==> config.mk <==
export PLATFORM = sky130hd
export DESIGN_NAME = countdown_event_timer
export DESIGN_NICKNAME = d
export VERILOG_FILES = /design/src/rtl/countdown_event_timer.sv
export SDC_FILE = /design/constraint.sdc
export NUM_CORES = 1
export LEC_CHECK = 0
export ABC_CLOCK_PERIOD_IN_PS = 2500
export CAP_MARGIN = 20
export CORE_AREA = 2 2 99 101
export DETAILED_ROUTE_END_ITERATION = 10
export DIE_AREA = 0 0 101 103
export DONT_BUFFER_PORTS = 1
export PLACE_DENSITY = 0.41
export REMOVE_ABC_BUFFERS = 1
export SLEW_MARGIN = 30
export SYNTH_ARGS = -nofsm -noshare
export SYNTH_HDL_FRONTEND = slang
export SYNTH_SLANG_ARGS = --single-unit
==> constraint.sdc <==
create_clock -name clk -period 2.5 [get_ports clk]
set_input_delay 0.25 -clock clk [delete_from_list [all_inputs] [get_ports clk]]
set_output_delay 0.25 -clock clk [all_outputs]
set_load 0.05 [all_outputs]
==> src/rtl/countdown_event_timer.sv <==
module countdown_event_timer #(
  parameter int AW = 8,
  parameter int DW = 32,
  parameter logic [AW-1:0] CTRL_ADDR = 8'h40,
  parameter logic [AW-1:0] VAL_ADDR  = 8'h44,
  parameter int RUN_BIT = 0,
  parameter int IE_BIT  = 1,
  parameter int CLR_BIT = 4
) (
  input  logic          clk,
  input  logic          rst,
  input  logic          bus_sel,
  input  logic          bus_wr,
  input  logic [AW-1:0] bus_addr,
  input  logic [DW-1:0] bus_wdata,
  output logic [DW-1:0] bus_rdata,
  input  logic          tick_en,
  output logic          irq
);

  localparam logic [DW-1:0] ONE = DW'(1);

  logic          run, ie, armed, pending;
  logic [DW-1:0] count;

  wire ctrl_wr  = bus_sel & bus_wr & (bus_addr == CTRL_ADDR);
  wire val_req  = bus_sel & bus_wr & (bus_addr == VAL_ADDR);
  wire val_load = val_req & run;
  wire step     = run & armed & tick_en & ~val_load;
  wire expire   = step & (count == ONE);
  wire clr_req  = ctrl_wr & bus_wdata[CLR_BIT];

  always_ff @(posedge clk) begin
    if (rst) begin
      run     <= 1'b0;
      ie      <= 1'b0;
      armed   <= 1'b0;
      pending <= 1'b0;
      count   <= '0;
    end else begin
      if (ctrl_wr) begin
        run <= bus_wdata[RUN_BIT];
        ie  <= bus_wdata[RUN_BIT] & bus_wdata[IE_BIT];
      end
      if (val_load) begin
        count <= bus_wdata;
        armed <= |bus_wdata;
      end else if (step) begin
        count <= count - ONE;
        if (count == ONE) armed <= 1'b0;
      end
      pending <= expire | (pending & ~clr_req);
    end
  end

  assign irq = pending & ie;

  always_comb begin
    bus_rdata = '0;
    if (bus_sel && !bus_wr) begin
      if (bus_addr == CTRL_ADDR) begin
        bus_rdata[RUN_BIT] = run;
        bus_rdata[IE_BIT]  = ie;
      end else if (bus_addr == VAL_ADDR) begin
        bus_rdata = count;
      end
    end
  end

  assert_ignored_load_R3: assert property (@(posedge clk) disable iff (rst)
    (val_req && !run) |=> $stable(count));

  assert_count_step_R4: assert property (@(posedge clk) disable iff (rst)
    (run && armed && tick_en && !val_req) |=> (count == $past(count) - ONE));

  assert_no_tick_hold_R4: assert property (@(posedge clk) disable iff (rst)
    (!tick_en && !val_req) |=> $stable(count));

  assert_expire_R5: assert property (@(posedge clk) disable iff (rst)
    (run && armed && tick_en && !val_req && count == ONE) |=> (pending && count == '0));

  assert_stop_gate_R6: assert property (@(posedge clk) disable iff (rst)
    (ctrl_wr && !bus_wdata[RUN_BIT]) |=> (!irq && !run));

  assert_clear_R7: assert property (@(posedge clk) disable iff (rst)
    (clr_req && !(run && armed && tick_en && count == ONE)) |=> !pending);

  assert_clear_loses_R8: assert property (@(posedge clk) disable iff (rst)
    (clr_req && run && armed && tick_en && count == ONE) |=> pending);

endmodule

-- After elaboration in Yosys (flattened, before gate mapping)
Cells that the tools add are included.
- bits in registers: 36
- output and inout port bits: 33
- input bits: 45
- reductions and logical operators: 6
- equality and inequality tests: 3
- mux-type cells: 9
- bitwise logic cells: 15
- add/subtract/negate cells: 1
- operator list (cell ; count):
    $mux W32 ; 4
    $eq A32 B1 Y1 const B ; 1
    $reduce_or A32 Y1 ; 1
    $sub A32 B1 Y32 const B ; 1
    $mux W30 ; 1
    $eq A8 B7 Y1 const B ; 2
    $and A1 B1 Y1 ; 12
    $reduce_bool A2 Y1 ; 2
    $mux W1 ; 3
    $mux W2 ; 1
    $not A1 Y1 ; 2
    $reduce_and A2 Y1 ; 1
    $logic_and A1 B1 Y1 ; 1
    $logic_not A1 Y1 ; 1
    $or A1 B1 Y1 ; 1

-- Logic depth before layout (Yosys ltp)
Gate-level depths: netlist of run 1.
- word-level depth: 7
- mapped depth: 7

-- Worst setup path before layout of run 1
Ideal clock, no wire load.
- path kind: register to register
- start: register count[18]
- end: register armed
- cell stages (with the launch flop): 6
- arrival: 2.039 ns
- path slack: 0.345 ns
- period minus slack after synthesis: 2.155 ns
- cells stage by stage: dfxtp_1 -> or4_4 -> or3_1 -> buf_6 -> or4_1 -> and3b_1
- cells in the longest elaborated chain, start to end: 3
- RTL lines (item ; RTL line ; RTL):
    start: declaration ; 24 ; logic [DW-1:0] count;
    start signal: assignment ; 46 ; count <= bus_wdata;
    start signal: assignment ; 49 ; count <= count - ONE;
    $eq A32 B1 Y1 ; 50 ; if (count == ONE) armed <= 1'b0;
    $reduce_bool A2 Y1 (no source line) ; -- ;
    $reduce_and A2 Y1 (no source line) ; -- ;
    end signal: assignment ; 47 ; armed <= |bus_wdata;
    end: declaration ; 23 ; logic run, ie, armed, pending;
Every way passes these cells.
A chain may end at the register's enable or synchronous reset.

-- Worst setup path after layout of run 1
- start: register count[18]
- end: register count[27]
- cells in the longest elaborated chain, start to end: 3
- RTL lines (item ; RTL line ; RTL):
    $sub A32 B1 Y32 ; 49 ;
    $mux W32 ; 48 ; end else if (step) begin
    $mux W32 ; 45 ; if (val_load) begin
Every way passes these cells. The select of a mux whose other input is x is not followed.

==> impl_metrics.ini, run 1 <==
[cts]
ctsResizeCount = 0
clock_latency_ns = 0.30
path_clk_slew_ns = 0.08
numCtsBuffers = 5
cts.sinks = 36
clock_path_buffers = 2
htree_levels = 2
root_buffer = clkbuf_8
cts_tree = yes
cts_setup_buffers = 0
cts_hold_buf = 0

[timing]
timing.final.crit_share_pct = 89.9
finalHoldViolCount = 0
setup_viol = 0
tightest_slew_ns = 0.655
fmaxAchievable_ghz = 0.445
post-route-min-period_ns = 2.25
max-slew-margin-rel_pct = 55.7
rsz0062_at_grt = false
maxSlewViolCount = 0
clock_skew_ns = 0.00970

[routing]
drtAntennaViolNets = 0
wl_per_cell_um = 16.2
drt_iter0_markers = 103
drc = 0
vias = 2132
wirelength_um = 6920
first_pass_iters = 4
avgViaCountPerCell = 5.00

[logic_synthesis]
yosys_warnings = 0
syn_inst = 285
synth_area_um2 = 2280
yosysSeqAreaShare_pct = 31.6
synthArstFlopShare_pct = 0
ys_ff_latch = 36
avgSynthCellArea_um2 = 8.01
ys.flop_type = dfxtp_1
synth_edf_count = 0
synth_cell_types = 36

[die]
die_area_um2 = 10400
rows = 36
die_w_um = 101
core_um2 = 9460
io_pins = 78
start_util_pct = 24.1
die_y_um = 103

[pwr]
finalPower_w = 0.000988
peakVddDrop_uv = 161
p_leak_nw = 1.11
power_density_nw_per_um2 = 320

[global_route]
grt_pass1_wl_um = 11100
grt_max_degree = 48
track_usage_pct = 13.6
grt_antenna_before_repair = 0
grt.overflow.total = 0
grt_pass1_vias = 2179

[setup_path]
worst_ep_required_time_ns = 2.70
max_stage_delay_ns = 0.56
crit_chain = or4_4 -> or3_1 -> buf_4 -> nor4_2 -> xnor2_1 -> a211oi_1
crit_path_max_fanout = 7
startpoint = count[18]
slowest_stage = or4_4
regToRegStartpoint = count[18]
startpoint_type = flip-flop
critPathCaptureType = flip-flop
arrival_ns = 2.44
path_class = flip-flop to flip-flop

[outcome]
outcome = finished clean

[hold_path]
hold_path.class = input port to flip-flop
hold_start = rst

[placement]
gp_congestion = 0.793
place_inst = 419
io_buffers = 0
place_hpwl_um = 5060

[cells_and_area]
n_antenna_cell = 0
syn2layout_area_growth_pct = 35.4
finish.net_count = 359
drive_gt1_share_pct = 17.0
fin_cells = 426
final_core_util_pct = 32.7
fill_cells = 1022

[flow_run]
drv_cap = 0
cells in the mapped netlist, types with 4 or more instances:
cell / count / share of area (%)
mux2i_1: 4 / 1.8
clkbuf_1: 16 / 2.6
or3_1: 7 / 1.9
nand2_1: 9 / 1.5
o21ai_0: 5 / 1.1
nor4_1: 14 / 3.8
nand4_1: 6 / 1.6
nor2_1: 45 / 7.4
a211oi_1: 27 / 8.9
inv_1: 4 / 0.66
nand3_1: 6 / 1.3
or4_1: 4 / 1.3
a311oi_1: 4 / 1.5
and2_1: 33 / 9.0
nor3_1: 11 / 2.4
dfxtp_1: 36 / 32
xnor2_1: 20 / 7.7
xor2_1: 7 / 2.7
nor4_2: 5 / 2.7
metal layers:
layer	vias to the layer above	GRT usage [%]	wire, µm	share of wire (%)
met4	0	5.51	140	2.0
met5	-	0	0	0
met2	69	21.0	3100	45
li1	1076	-	-	-
met3	13	3.53	410	5.9
met1	974	18.2	3270	47
through the flow:
stage                     worst slack, ns  instance area [µm²]  hold WS [ns]  TNS [ns]
after detailed placement            0.284                 3010         0.333         0
after global routing               0.0742                 3090        0.0133         0
after global placement              0.347                 3010         0.331         0
after floorplan                    -0.505                 2210         0.319    -14.31
after CTS                           0.226                 3090        0.0101         0
final                               0.251                 3090        0.0258         0
state kept, by name, indices dropped and copies added (netlist names):
signal   flops
count       32
pending      1
armed        1
run          1
ie           1
worst max-delay path: cells and delay by family, from the launching register on:
kind                   cells  cell delay, ns
XOR/XNOR                   1            0.10
buffers and inverters      1            0.20
AO/OA/AOI/OAI              1            0.25
AND/OR/NAND/NOR            3            1.25
flip-flops                 1            0.36
final cells by class:
class / count / area (µm²) / share of cell area, %
Timing Repair Buffer: 38 / 661 / 21.4
Multi-Input combinational cell: 227 / 1480 / 47.7
Clock buffer: 6 / 72.6 / 2.35
Inverter: 4 / 15.0 / 0.486
Tap cell: 114 / 143 / 4.61
Clock inverter: 1 / 5.00 / 0.162
Sequential cell: 36 / 721 / 23.3
power breakdown:
group | internal [W] | switching (W) | leakage (nW)
clock network | 0.000190 | 0.000217 | 0.0410
registers | 0.000573 | 0.0000000195 | 0.290
logic | 0.00000516 | 0.00000359 | 0.782
total | 0.000768 | 0.000221 | 1.11
layout by cell type, fill, tap and decap left out, types with 6 or more instances in the layout:
master    count
buf_4         8
or3_1         7
a211oi_1     27
nor3_1       11
xnor2_1      20
nand4_1       6
xor2_1        7
and2_1       33
nand2_1       9
dfxtp_1      36
nor2_1       44
nor4_1       14
nand3_1       6
buf_12       30
final timing paths:
kind / depth (start not counted) / end / slack, ns
worst max-delay path: 6 / count[27] / 0.25
worst min-delay path: 1 / pending / 0.03
worst max register to register: 6 / count[27] / 0.25
worst min register to register: 2 / pending / 0.49
logic make-up (layout without fill, tap and decap cells):
kind of cell / after synthesis / after routing / synth area share, %
flip-flops: 36 / 36 / 31.6
adder cells (fa/ha/maj): 2 / 2 / 1.10
AO/OA/AOI/OAI: 39 / 39 / 12.2
buffers and inverters: 22 / 49 / 3.94
AND/OR/NAND/NOR: 155 / 155 / 39.1
multiplexers: 4 / 4 / 1.75
XOR/XNOR: 27 / 27 / 10.4
No activity file was read; power rests on OpenSTA's default activity.
==> inputs of run 2 (changes only) <==
--- a/config.mk
+++ b/config.mk
@@ -5,9 +5,9 @@
 export SDC_FILE = /design/constraint.sdc
 export NUM_CORES = 1
 export LEC_CHECK = 0
-export ABC_CLOCK_PERIOD_IN_PS = 2500
 export CAP_MARGIN = 20
 export CORE_AREA = 2 2 99 101
+export CTS_BUF_LIST = sky130_fd_sc_hd__clkbuf_4 sky130_fd_sc_hd__clkbuf_8
 export DETAILED_ROUTE_END_ITERATION = 10
 export DIE_AREA = 0 0 101 103
 export DONT_BUFFER_PORTS = 1
==> run 2 against run 1 <==
  * Final cell count did not move
  * Core utilization barely moved
  * Total power rose by 1.1%
  * Setup slack improved by 0.0026 ns
  * Sequential power barely moved
  * Critical path type unchanged
  * Largest power group unchanged
  * Highest routed layer unchanged
==> impl_metrics.ini, run 2 (synthesized netlist as in run 1, its figures left out) <==
[outcome]
outcome = finished clean

[pwr]
p_leak_nw = 1.12
seq_power_share_pct = 57.3
peakVddDrop_uv = 161
clock_power_share_pct = 41.8
switching_power_w = 0.000221
pwr-share-comb_pct = 0.9
intPower_w = 0.000779
switching_share_pct = 22.1
power_density_nw_per_um2 = 323

[die]
die_area_um2 = 10400
start_util_pct = 24.1
die_y_um = 103
die_w_um = 101
core_um2 = 9460
rows = 36
io_pins = 78

[global_route]
track_usage_pct = 13.6
grt_antenna_before_repair = 0
grt_max_degree = 48
grt_pass1_vias = 2179
grt.overflow.total = 0
grt_pass1_wl_um = 11100

[routing]
drc = 0
wirelength_um = 6920
drt_iter0_markers = 103
drtAntennaViolNets = 0
vias = 2124
avgViaCountPerCell = 4.99
first_pass_iters = 4
wl_per_cell_um = 16.2

[cts]
htree_levels = 2
clock_path_buffers = 2
cts.sinks = 36
cts_setup_buffers = 0
cts_tree = yes
numCtsBuffers = 5
root_buffer = clkbuf_8
clock_latency_ns = 0.30
cts_hold_buf = 0
path_clk_slew_ns = 0.08
ctsResizeCount = 0

[timing]
fin_worst_hold_slack_ns = 0.0261
fmaxAchievable_ghz = 0.445
rsz0062_at_grt = false
post-route-min-period_ns = 2.25
finalHoldViolCount = 0
clock_skew_ns = 0.00938
finalSetupTns_ns = 0
timing.final.crit_share_pct = 89.8
max-slew-margin-rel_pct = 55.7
maxSlewViolCount = 0
setup_viol = 0
tightest_slew_ns = 0.655

[setup_path]
critPathCaptureType = flip-flop
r2r_end = count[27]
regToRegStartpoint = count[18]
endpoint = count[27]
worst_ep_required_time_ns = 2.70
crit_path_max_fanout = 7
startpoint_type = flip-flop
path_class = flip-flop to flip-flop
arrival_ns = 2.44
slowest_stage = or4_4
r2r_setup_slack_ns = 0.25
max_stage_delay_ns = 0.56
startpoint = count[18]
crit_chain = or4_4 -> or3_1 -> buf_4 -> nor4_2 -> xnor2_1 -> a211oi_1
r2r_cells = 6

[cells_and_area]
final_common_cell = nor2_1
layout_common_cells = nor2_1, dfxtp_1, and2_1
fin_area_um2 = 3100
largest_reg_flops = 32
syn2layout_area_growth_pct = 35.6
drive_gt1_share_pct = 17.3
regMostFlops = count
final_core_util_pct = 32.7
finish.net_count = 359
n_antenna_cell = 0

[hold_path]
hold_path.class = input port to flip-flop

[flow_run]
drv_cap = 0

[placement]
place_area_um2 = 3010
io_buffers = 0
place_hpwl_um = 5060
gp_congestion = 0.793
run 2: cell types whose count changed in the layout (fill, tap and decap cells not counted):
cell | before | now
clkbuf_1 | 1 | 0
clkbuf_4 | 0 | 1
run 2: routing by layer:
layer / wire length (µm) / up-vias / track usage [%]
li1: - / 1076 / -
met1: 3280 / 971 / 18.2
met2: 3080 / 64 / 21.0
met3: 404 / 13 / 3.53
met4: 155 / 0 / 5.51
met5: 0 / - / 0
run 2: worst max-delay path: cells and delay by family (launching register included):
kind / cells / cell delay [ns]
XOR/XNOR: 1 / 0.10
AND/OR/NAND/NOR: 3 / 1.25
buffers and inverters: 1 / 0.20
AO/OA/AOI/OAI: 1 / 0.25
flip-flops: 1 / 0.36
run 2: how the worst min path moves through the flow:
stage	from	cells after the start	end	slack, ns
3_3_place_gp	rst	1	count[25]	0.33
3_5_place_dp	rst	1	pending	0.33
4_1_cts	rst	1	pending	0.01
2_1_floorplan	rst	1	pending	0.32
6_report	rst	1	pending	0.03
5_1_grt	rst	1	count[10]	0.01
run 2: area by class of cell:
cell class                 count  area, µm²
tap                          114        143
clock inverter                 1       5.00
sequential                    36        721
multi-input combinational    227       1480
fill                        1018       6360
inverter                       4       15.0
clock buffer                   6       76.3
timing repair buffer          38        661
run 2: power groups by stage:
stage	sequential, W	clock (W)	combinational [W]
after floorplan	0.000586	0	0.00000710
after global placement	0.000586	0	0.00000860
after detailed placement	0.000586	0	0.00000879
after CTS	0.000573	0.000431	0.00000883
after global routing	0.000573	0.000445	0.00000942
final	0.000573	0.000418	0.00000875
run 2: stage by stage:
step / setup WS (ns) / cells / total power, W
after floorplan: -0.505 / 267 / 0.000593
after global placement: 0.347 / 419 / 0.000595
after detailed placement: 0.284 / 419 / 0.000595
after CTS: 0.226 / 426 / 0.00101
after global routing: 0.0738 / 426 / 0.00103
final: 0.254 / 426 / 0.00100
